===== config.mk =====
export PLATFORM = sky130hd
export DESIGN_NAME = tmr_quad_unit
export DESIGN_NICKNAME = d
export VERILOG_FILES = /design/src/rtl/tmr_quad_pkg.sv /design/src/rtl/tmr_bus_dec.sv /design/src/rtl/tmr_downcnt.sv /design/src/rtl/tmr_freerun.sv /design/src/rtl/tmr_quad_unit.sv
export SDC_FILE = /design/constraint.sdc
export NUM_CORES = 1
export LEC_CHECK = 0
export BUFFER_PORTS_ARGS = -buffer_cell sky130_fd_sc_hd__buf_2
export CORE_MARGIN = 1.5
export CORE_UTILIZATION = 30
export DETAILED_ROUTE_END_ITERATION = 8
export HOLD_SLACK_MARGIN = 0.02
export PLACE_DENSITY_LB_ADDON = 0.1
export SLEW_MARGIN = 20
export SYNTH_ARGS = -nofsm -noshare
export SYNTH_HDL_FRONTEND = slang
export SYNTH_HIERARCHICAL = 1
export SYNTH_SLANG_ARGS = --single-unit

===== constraint.sdc =====
create_clock -name clk -period 3.6 [get_ports clk]
set_input_delay 0.72 -clock clk [delete_from_list [all_inputs] [get_ports clk]]
set_output_delay 0.72 -clock clk [all_outputs]
set_load 0.02 [all_outputs]

===== src/rtl/tmr_quad_pkg.sv =====
package tmr_quad_pkg;

   localparam int CH_N        = 3;
   localparam int CH_STRIDE   = 4;
   localparam int OFS_LOAD    = 0;
   localparam int OFS_VAL     = 1;
   localparam int OFS_CTRL    = 2;
   localparam int OFS_CLR     = 3;
   localparam int WIDE_LO_IDX = 12;
   localparam int WIDE_HI_IDX = 13;

   localparam int CTL_EN_BIT   = 7;
   localparam int CTL_PER_BIT  = 6;
   localparam int CTL_SLOW_BIT = 3;
   localparam int WIDE_EN_BIT  = 8;

   typedef struct packed {
      logic en;
      logic periodic;
      logic slow;
   } ch_ctrl_t;

   function automatic int ch_reg_idx(input int ch, input int ofs);
      return ch * CH_STRIDE + ofs;
   endfunction

endpackage


===== src/rtl/tmr_bus_dec.sv =====
module tmr_bus_dec
   import tmr_quad_pkg::*;
#(
   parameter int ADDR_W = 4,
   parameter int NCH    = 3
) (
   input  logic [ADDR_W-1:0] addr,
   input  logic              we,
   output logic [NCH-1:0]    wr_load,
   output logic [NCH-1:0]    wr_ctrl,
   output logic [NCH-1:0]    wr_clear,
   output logic              wr_wide_hi
);

   for (genvar c = 0; c < NCH; c++) begin : g_ch
      localparam logic [ADDR_W-1:0] IDX_LD  = ADDR_W'(ch_reg_idx(c, OFS_LOAD));
      localparam logic [ADDR_W-1:0] IDX_CT  = ADDR_W'(ch_reg_idx(c, OFS_CTRL));
      localparam logic [ADDR_W-1:0] IDX_CL  = ADDR_W'(ch_reg_idx(c, OFS_CLR));
      assign wr_load[c]  = we && (addr == IDX_LD);
      assign wr_ctrl[c]  = we && (addr == IDX_CT);
      assign wr_clear[c] = we && (addr == IDX_CL);
   end

   assign wr_wide_hi = we && (addr == ADDR_W'(WIDE_HI_IDX));

endmodule


===== src/rtl/tmr_downcnt.sv =====
module tmr_downcnt
   import tmr_quad_pkg::*;
#(
   parameter int W      = 16,
   parameter int DATA_W = 32
) (
   input  logic              clk,
   input  logic              rst_n,
   input  logic              tick_slow,
   input  logic              tick_fast,
   input  logic              wr_load,
   input  logic              wr_ctrl,
   input  logic              wr_clear,
   input  logic [DATA_W-1:0] wdata,
   output ch_ctrl_t          ctrl_q,
   output logic [DATA_W-1:0] load_rd,
   output logic [DATA_W-1:0] val_rd,
   output logic              irq_q
);

   logic [W-1:0] load_q;
   logic [W-1:0] val_q;
   logic [W-1:0] wr_val;
   logic         tick_hit;
   logic         at_zero;
   logic         en_rise;
   logic         underflow;
   logic         unused_wdata;

   assign wr_val       = wdata[W-1:0];
   assign unused_wdata = ^wdata;

   // Tick source picked by the select bit: set = slow, clear = fast.
   assign tick_hit  = ctrl_q.slow ? tick_slow : tick_fast;
   assign at_zero   = (val_q == '0);
   assign en_rise   = wr_ctrl && wdata[CTL_EN_BIT] && !ctrl_q.en;
   // A load write on a running channel overrides the step of that cycle.
   assign underflow = ctrl_q.en && tick_hit && at_zero && !wr_load;

   always_ff @(posedge clk) begin
      if (!rst_n) begin
         ctrl_q <= '0;
         load_q <= '0;
         val_q  <= '0;
         irq_q  <= 1'b0;
      end else begin
         if (wr_ctrl) begin
            ctrl_q.en       <= wdata[CTL_EN_BIT];
            ctrl_q.periodic <= wdata[CTL_PER_BIT];
            ctrl_q.slow     <= wdata[CTL_SLOW_BIT];
         end

         if (wr_load)
            load_q <= wr_val;

         if (en_rise)
            val_q <= load_q;
         else if (wr_load && ctrl_q.en)
            val_q <= wr_val;
         else if (ctrl_q.en && tick_hit) begin
            if (at_zero)
               val_q <= ctrl_q.periodic ? load_q : '1;
            else
               val_q <= val_q - 1'b1;
         end

         // Set wins over a clear in the same cycle.
         if (underflow)
            irq_q <= 1'b1;
         else if (wr_clear)
            irq_q <= 1'b0;
      end
   end

   if (W == DATA_W) begin : g_full
      assign load_rd = load_q;
      assign val_rd  = val_q;
   end else begin : g_pad
      assign load_rd = {{(DATA_W-W){1'b0}}, load_q};
      assign val_rd  = {{(DATA_W-W){1'b0}}, val_q};
   end

endmodule


===== src/rtl/tmr_freerun.sv =====
module tmr_freerun
   import tmr_quad_pkg::*;
#(
   parameter int WIDE_W = 40,
   parameter int DATA_W = 32
) (
   input  logic              clk,
   input  logic              rst_n,
   input  logic              tick_fast,
   input  logic              wr_hi,
   input  logic [DATA_W-1:0] wdata,
   output logic [WIDE_W-1:0] cnt_q,
   output logic              en_q,
   output logic [DATA_W-1:0] rd_lo,
   output logic [DATA_W-1:0] rd_hi
);

   localparam int HI_W = WIDE_W - DATA_W;

   logic unused_wdata;
   assign unused_wdata = ^wdata;

   always_ff @(posedge clk) begin
      if (!rst_n) begin
         cnt_q <= '0;
         en_q  <= 1'b0;
      end else begin
         if (wr_hi)
            en_q <= wdata[WIDE_EN_BIT];

         if (wr_hi && !wdata[WIDE_EN_BIT])
            cnt_q <= '0;
         else if (en_q && tick_fast)
            cnt_q <= cnt_q + 1'b1;
      end
   end

   assign rd_lo = cnt_q[DATA_W-1:0];

   always_comb begin
      rd_hi              = '0;
      rd_hi[HI_W-1:0]    = cnt_q[WIDE_W-1:DATA_W];
      rd_hi[WIDE_EN_BIT] = en_q;
   end

endmodule


===== src/rtl/tmr_quad_unit.sv =====
module tmr_quad_unit
   import tmr_quad_pkg::*;
#(
   parameter int CH0_W  = 16,
   parameter int CH1_W  = 16,
   parameter int CH2_W  = 32,
   parameter int WIDE_W = 40,
   parameter int DATA_W = 32,
   parameter int ADDR_W = 4
) (
   input  logic              clk,
   input  logic              rst_n,
   input  logic              tick_slow,
   input  logic              tick_fast,
   input  logic [ADDR_W-1:0] bus_addr,
   input  logic              bus_we,
   input  logic [DATA_W-1:0] bus_wdata,
   output logic [DATA_W-1:0] bus_rdata,
   output logic [2:0]        irq
);

   // Elaboration-time parameter checks
   if (DATA_W < WIDE_EN_BIT + 1) begin : g_bad_data
      $error("DATA_W too narrow for control fields");
   end
   if (ADDR_W < 4) begin : g_bad_addr
      $error("ADDR_W must cover word index 13");
   end
   if (CH0_W < 1 || CH0_W > DATA_W || CH1_W < 1 || CH1_W > DATA_W ||
       CH2_W < 1 || CH2_W > DATA_W) begin : g_bad_ch
      $error("channel width out of range");
   end
   if (WIDE_W <= DATA_W || WIDE_W > DATA_W + WIDE_EN_BIT) begin : g_bad_wide
      $error("WIDE_W must exceed DATA_W by 1..8 bits");
   end

   logic [CH_N-1:0]              wr_load;
   logic [CH_N-1:0]              wr_ctrl;
   logic [CH_N-1:0]              wr_clear;
   logic                         wr_wide_hi;
   logic [CH_N-1:0][DATA_W-1:0]  ch_val_w;
   logic [CH_N-1:0][DATA_W-1:0]  ch_load_w;
   logic [CH_N-1:0][DATA_W-1:0]  ch_ctrl_rd;
   logic [CH_N-1:0]              ch_en_w;
   logic [WIDE_W-1:0]            wide_cnt;
   logic                         wide_en;
   logic [DATA_W-1:0]            wide_lo_rd;
   logic [DATA_W-1:0]            wide_hi_rd;

   tmr_bus_dec #(.ADDR_W(ADDR_W), .NCH(CH_N)) u_dec (
      .addr       (bus_addr),
      .we         (bus_we),
      .wr_load    (wr_load),
      .wr_ctrl    (wr_ctrl),
      .wr_clear   (wr_clear),
      .wr_wide_hi (wr_wide_hi)
   );

   for (genvar c = 0; c < CH_N; c++) begin : g_ch
      localparam int CW = (c == 0) ? CH0_W : (c == 1) ? CH1_W : CH2_W;
      ch_ctrl_t ctl;

      tmr_downcnt #(.W(CW), .DATA_W(DATA_W)) u_cnt (
         .clk       (clk),
         .rst_n     (rst_n),
         .tick_slow (tick_slow),
         .tick_fast (tick_fast),
         .wr_load   (wr_load[c]),
         .wr_ctrl   (wr_ctrl[c]),
         .wr_clear  (wr_clear[c]),
         .wdata     (bus_wdata),
         .ctrl_q    (ctl),
         .load_rd   (ch_load_w[c]),
         .val_rd    (ch_val_w[c]),
         .irq_q     (irq[c])
      );

      assign ch_en_w[c] = ctl.en;

      always_comb begin
         ch_ctrl_rd[c]               = '0;
         ch_ctrl_rd[c][CTL_EN_BIT]   = ctl.en;
         ch_ctrl_rd[c][CTL_PER_BIT]  = ctl.periodic;
         ch_ctrl_rd[c][CTL_SLOW_BIT] = ctl.slow;
      end
   end

   tmr_freerun #(.WIDE_W(WIDE_W), .DATA_W(DATA_W)) u_wide (
      .clk       (clk),
      .rst_n     (rst_n),
      .tick_fast (tick_fast),
      .wr_hi     (wr_wide_hi),
      .wdata     (bus_wdata),
      .cnt_q     (wide_cnt),
      .en_q      (wide_en),
      .rd_lo     (wide_lo_rd),
      .rd_hi     (wide_hi_rd)
   );

   always_comb begin
      bus_rdata = '0;
      for (int c = 0; c < CH_N; c++) begin
         if (bus_addr == ADDR_W'(ch_reg_idx(c, OFS_LOAD)))
            bus_rdata = ch_load_w[c];
         if (bus_addr == ADDR_W'(ch_reg_idx(c, OFS_VAL)))
            bus_rdata = ch_val_w[c];
         if (bus_addr == ADDR_W'(ch_reg_idx(c, OFS_CTRL)))
            bus_rdata = ch_ctrl_rd[c];
      end
      if (bus_addr == ADDR_W'(WIDE_LO_IDX))
         bus_rdata = wide_lo_rd;
      if (bus_addr == ADDR_W'(WIDE_HI_IDX))
         bus_rdata = wide_hi_rd;
   end

endmodule


======== Word-level counts from Yosys, hierarchy flattened ========
Index checks and enable logic that the tools add are counted.
cells by class
  $add $sub $neg .......................... 4
  reduce and logical (&&, ||, !) cells .... 48
  multiplexer cells ....................... 35
  eq/ne operators ......................... 13
  bitwise logic cells ..................... 1
operators with widths
  operator                                            count
  two-way mux 32 bit                                  15
  two-way mux 16 bit                                  11
  adder 40 x 1 -> 40 bit, second input constant       1
  zero test 16 bit                                    2
  zero test 32 bit                                    1
  subtractor 16 x 1 -> 16 bit, second input constant  2
  subtractor 32 x 1 -> 32 bit, second input constant  1
  logical AND 1 bit                                   30
  == test 4 bit, second input constant                6
  == test 4 x 3 -> 1 bit, second input constant       4
  two-way mux 1 bit                                   9
  nonzero test 3 bit                                  3
  == test 4 x 2 -> 1 bit, second input constant       2
  zero test 1 bit                                     7
  nonzero test 2 bit                                  3
  == test 4 x 1 -> 1 bit, second input constant       1
  zero test 4 bit                                     1
  OR reduction 2 bit                                  1
  inverter 1 bit                                      1
word-level totals
  input port bits ......................... 41
  logic and storage cells ................. 121
  output and inout bits ................... 35
  bits in registers ....................... 181

======== Longest topological paths before layout ========
  depth after elaboration ................. 12
  depth in mapped cells ................... 10
  depth with buffers taken out ............ 8

======== Cells and area by module ========
Netlist, hierarchy kept.
modules (own cells, without submodules)
  module                            times used  cells each  area each (um^2)  seq. area each (um^2)
  tmr_downcnt at g_ch[0].u_cnt ...  2           294         2461.1            720.7
  tmr_downcnt at g_ch[2].u_cnt      1           459         3860.0            1361.3
  tmr_freerun                       1           304         2549.9            820.8
  tmr_quad_unit                     1           381         2245.9            0.0
  tmr_bus_dec                       1           16          87.6              0.0

======== Worst setup path after synthesis ========
OpenSTA, ideal clock, no wires.
  kind .................................... input -> output
  start point ............................. input port bus_addr[2]
  end point ............................... output port bus_rdata[11]
  path slack .............................. 0.974 ns
  data required time ...................... 2.880 ns
  cell stages on the path ................. 6
  data arrival time ....................... 1.906 ns
  cell sequence ........................... buf_6 -> nand2b_1 -> nor2_1 -> clkbuf_1 -> a221oi_1 -> o21ai_0
between the ends
  word-level cells in the longest chain between the ends .. 12
  elaborated cells between the ends (all ways) .. 22
  those cells by class .................... eq/ne (10); mux (11); reduce/logical (1)
RTL lines
  element                 RTL line              RTL
  start: declaration      tmr_quad_unit.sv:15   input logic [ADDR_W-1:0] bus_addr,
  zero test 4 bit         tmr_quad_unit.sv:103  if (bus_addr == ADDR_W'(ch_reg_idx(c, OFS_LOAD)))
  two-way mux 16 bit      tmr_quad_unit.sv:103
  two-way mux 32 bit      tmr_quad_unit.sv:105  if (bus_addr == ADDR_W'(ch_reg_idx(c, OFS_VAL)))
  two-way mux 32 bit      tmr_quad_unit.sv:107  if (bus_addr == ADDR_W'(ch_reg_idx(c, OFS_CTRL)))
  two-way mux 32 bit      tmr_quad_unit.sv:103
  two-way mux 32 bit      tmr_quad_unit.sv:105
  two-way mux 32 bit      tmr_quad_unit.sv:107
  two-way mux 32 bit      tmr_quad_unit.sv:103
  two-way mux 32 bit      tmr_quad_unit.sv:105
  two-way mux 32 bit      tmr_quad_unit.sv:107
  two-way mux 32 bit      tmr_quad_unit.sv:110  if (bus_addr == ADDR_W'(WIDE_LO_IDX))
  two-way mux 32 bit (*)  tmr_quad_unit.sv:112  if (bus_addr == ADDR_W'(WIDE_HI_IDX))
  end: declaration        tmr_quad_unit.sv:18   output logic [DATA_W-1:0] bus_rdata,
Every way passes the cells marked *; elsewhere a longest branch is shown, timed or not.

======== Worst setup path after layout ========
  start point ............................. input port bus_addr[3]
  end point ............................... output port bus_rdata[0]
The elaborated chain is that of the path after synthesis.

==> impl_results.md <==
* WP buf/inv at 4
* Antenna violations before repair at 0
* Clock buffer count from CTS at 17
* # nets final at 1779
* Critical path's slowest cell: a221oi_1
* Final hold vios at 0
* Initial core utilization at 30.2%
* Reg clk slew, reported paths at 0.07 ns
* WL per Instance at 24.0 um
* Worst path max stage delay at 0.45 ns
* # IOs at 76
* FP Rows at 78
* Tcrit/Tclk final at 95.6%
* Non-Filler Instances at 2344
* Reg-to-reg slack, setup at 0.55 ns
* RSZ-0062 raised after global routing: false
* Simple-gate share of the synthesized area at 23.4%
* CP arrival at 2.72 ns
* Synth warn at 6
* Top cells by count, synth: nor2_1, dfxtp_1, buf_4, a21oi_1, nand2_1
* FF+latch count, synth at 181
* Worst Hold Launch: bus_wdata[27]
* Max IR drop VDD at 0.263 mV
* Fin crit period at 3.44 ns
* Slew Limit Fails at 0
* Compound-Gate Fraction of Synth Area at 26.8%
* Main combinational cell family by area after synthesis: compound AO/OA/AOI/OAI gates
* Placed Cells at 2312
* H-tree levels at 4
* CTS Hold Buffers Added at 0
* Syn Inst Count at 1748
* Die Ht at 216 um
* Routed WL at 56300 um
* CP Data Required Time at 2.88 ns
* ANT cells at 0
* DP Wirelength at 41800 um
* First drt pass iteration count at 5
* Clock skew at 0.0129 ns
* Most common cell in the netlist: nor2_1
* Via/cell ratio at 5.69
* Clock buffer depth at 2
* RR Endpoint: g_ch[2].u_cnt/val_rd[20]
* Final Cell Area at 14500 um2
* DP Area at 14000 um2
* Clock root buffer: clkbuf_16
* Max frequency at 0.290 GHz
* Number of synthesized flops with an enable pin at 0
* Post-Synth Adder-Cell Area at 0.641%
* Netlist cell types at 88
* Asr flop ratio synth at 0%
* Hold path cells at 3
* LEAKAGE at 5.28 nW
* TritonCTS clock tree: yes
* Crit-path leading delay family: buffers and inverters
* PortBufs at 75
* Mux cell area share after synthesis at 6.18%
* Cell area after synthesis at 13700 um2
* R2R Path Start: g_ch[2].u_cnt/val_rd[13]
* R2r worst-path depth at 7
* DR vias at 13300
* Global route total overflow at 0
* Worst min path class: input pin to flop
* Area contributors post-synth: dfxtp_1, buf_4, mux2i_1, nor2_1, a21oi_1
* Num Clock Sinks at 181
* Worst slew pin tran at 1.02 ns
* Area Overhead vs Synth at 6.45%
* Post-route ant nets at 0
* CP Capture Type: output port
* Starting DRT DRC Count at 1225
* XOR/XNOR Fraction of Synth Area at 2.95%
* Relative slew slack at 31.4%
* Die Area at 46800 um2
* Biggest fanout along the worst timing path at 26
* Yosys top cell by area: dfxtp_1
* DIE WIDTH at 216 um
* Critical path class: input pin to output port
* Drt drc at 0
* CORE AREA at 45200 um2
* Outcome: finished, final reports clean
* Largest net degree at the start of global routing at 65
* Syn Area/Cell at 7.82 um2
* Hold endpoint: g_ch[2].u_cnt/load_rd[27]
* Via count of the first global-routing pass at 12700
* Startpoint types: input pin
* Pwr/cell area at 343 nW/um2
* Synth top area share at 26.5%
* Total of max-cap violations at 0
* Share of cells above drive strength 1 at 13.7%
* Total track usage at 24.1%
* Clock latency on the worst-skew pair at 0.51 ns
* Sequential fraction of the synthesis area at 26.5%
* Sum of negative setup slack at 0 ns
* Final setup fails at 0
* Ys flop type: dfxtp_1
* Gpl congestion at 0.896
* First-pass GRT wire length at 84700 um
* Worst path cell trace: buf_2 -> buf_4 -> nand2b_1 -> nor2_2 -> buf_4 -> a221oi_1 -> o21ai_0 -> buf_2
## stage by stage
stage / utilization, % / power, W / hold slack (ns) / setup WS (ns)
after global placement: 30.9 / 0.00310 / 0.468 / 0.126
after detailed placement: 30.9 / 0.00310 / 0.468 / 0.106
after global routing: 32.2 / 0.00519 / 0.476 / 0.0710
after floorplan: - / 0.00282 / 0.443 / 0.974
after CTS: 32.2 / 0.00503 / 0.447 / 0.105
final: 32.2 / 0.00499 / 0.476 / 0.157
## logic make-up after synthesis
group | count (synthesis)
simple gates | 602
compound gates | 536
buf+inv | 289
flops | 181
mux | 84
xor+xnor | 46
fa+ha+maj | 7
other cells | 3
## layout by cell type, fill, tap and decap left out, types with 10 or more instances in the layout
cell       netlist  routed
a211oi_1        27      27
a21oi_1        128     128
a221oi_1        35      33
a221oi_2         9      11
a22o_1          15      15
a22oi_1         38      38
a31oi_1         22      22
and2_1          11      11
buf_2           31      75
buf_4          137      66
clkbuf_16        0      17
conb_1           3      87
dfxtp_1        181     181
inv_1           23      22
mux2i_1         81      81
nand2_1         92      92
nand2b_1        18      17
nand3_1         44      44
nand3b_1        22      22
nand4_1         17      17
nor2_1         189     187
nor3_1          74      72
nor4_1          25      24
o211ai_1        10      10
o21ai_0         77      76
o21ai_1         16      16
o221ai_1        36      36
o22ai_1         38      38
o31ai_1         28      28
or3_1           12      12
or4_1           20      20
xnor2_1         15      15
xor2_1          31      31
## layer usage
layer / wire (um) / global-route usage [%] / part of all wire [%]
met1: 25900 / 32.2 / 46
met2: 26000 / 38.9 / 46
met3: 2780 / 4.07 / 4.9
met4: 1580 / 8.52 / 2.8
met5: 0 / 0 / 0
## registers in the layout, indices dropped and copies added, names as in the netlist
signal,count
g_ch.u_cnt/load_q,32
g_ch.u_cnt/load_rd,32
u_wide/cnt_q,40
g_ch.u_cnt/val_rd,32
g_ch.u_cnt/ctrl_q,9
g_ch.u_cnt/irq_q,3
g_ch.u_cnt/val_q,32
u_wide/en_q,1
## report_power, final
group          leakage (nW)  internal (W)  switching, W
registers              1.46       0.00202     0.0000499
logic                  3.55      0.000333      0.000659
clock network         0.278      0.000913       0.00101
total                  5.28       0.00327       0.00172
## tightest hold or removal path: cells and delay by family
kind	cells	cell delay (ns)
buffers and inverters	1	0.09
and+or+nand+nor	1	0.07
muxes	1	0.06
## repair_timing
action,CTS,global route
resized for setup,0,3
buffers inserted,0,0
endpoints found under the setup margin,0,3
## worst max path at each step
stage / start / end / slack (ns) / cells after the start
floorplan: bus_addr[2] / bus_rdata[11] / 0.97 / 6
global placement: bus_addr[3] / bus_rdata[15] / 0.13 / 8
detailed placement: bus_addr[3] / bus_rdata[15] / 0.11 / 8
CTS: bus_addr[3] / bus_rdata[15] / 0.10 / 8
global route: bus_addr[3] / bus_rdata[14] / 0.07 / 8
finish: bus_addr[3] / bus_rdata[0] / 0.16 / 8
## cell type report
type | instances | area (um2)
clock inverters | 15 | 143
multi-input cells | 1362 | 8600
well taps | 600 | 751
inverters | 26 | 97.6
repair buffers | 143 | 911
fillers | 4839 | 30600
clock buffers | 17 | 425
flip-flops and latches | 181 | 3620
(Power assumes the default switching activity.)
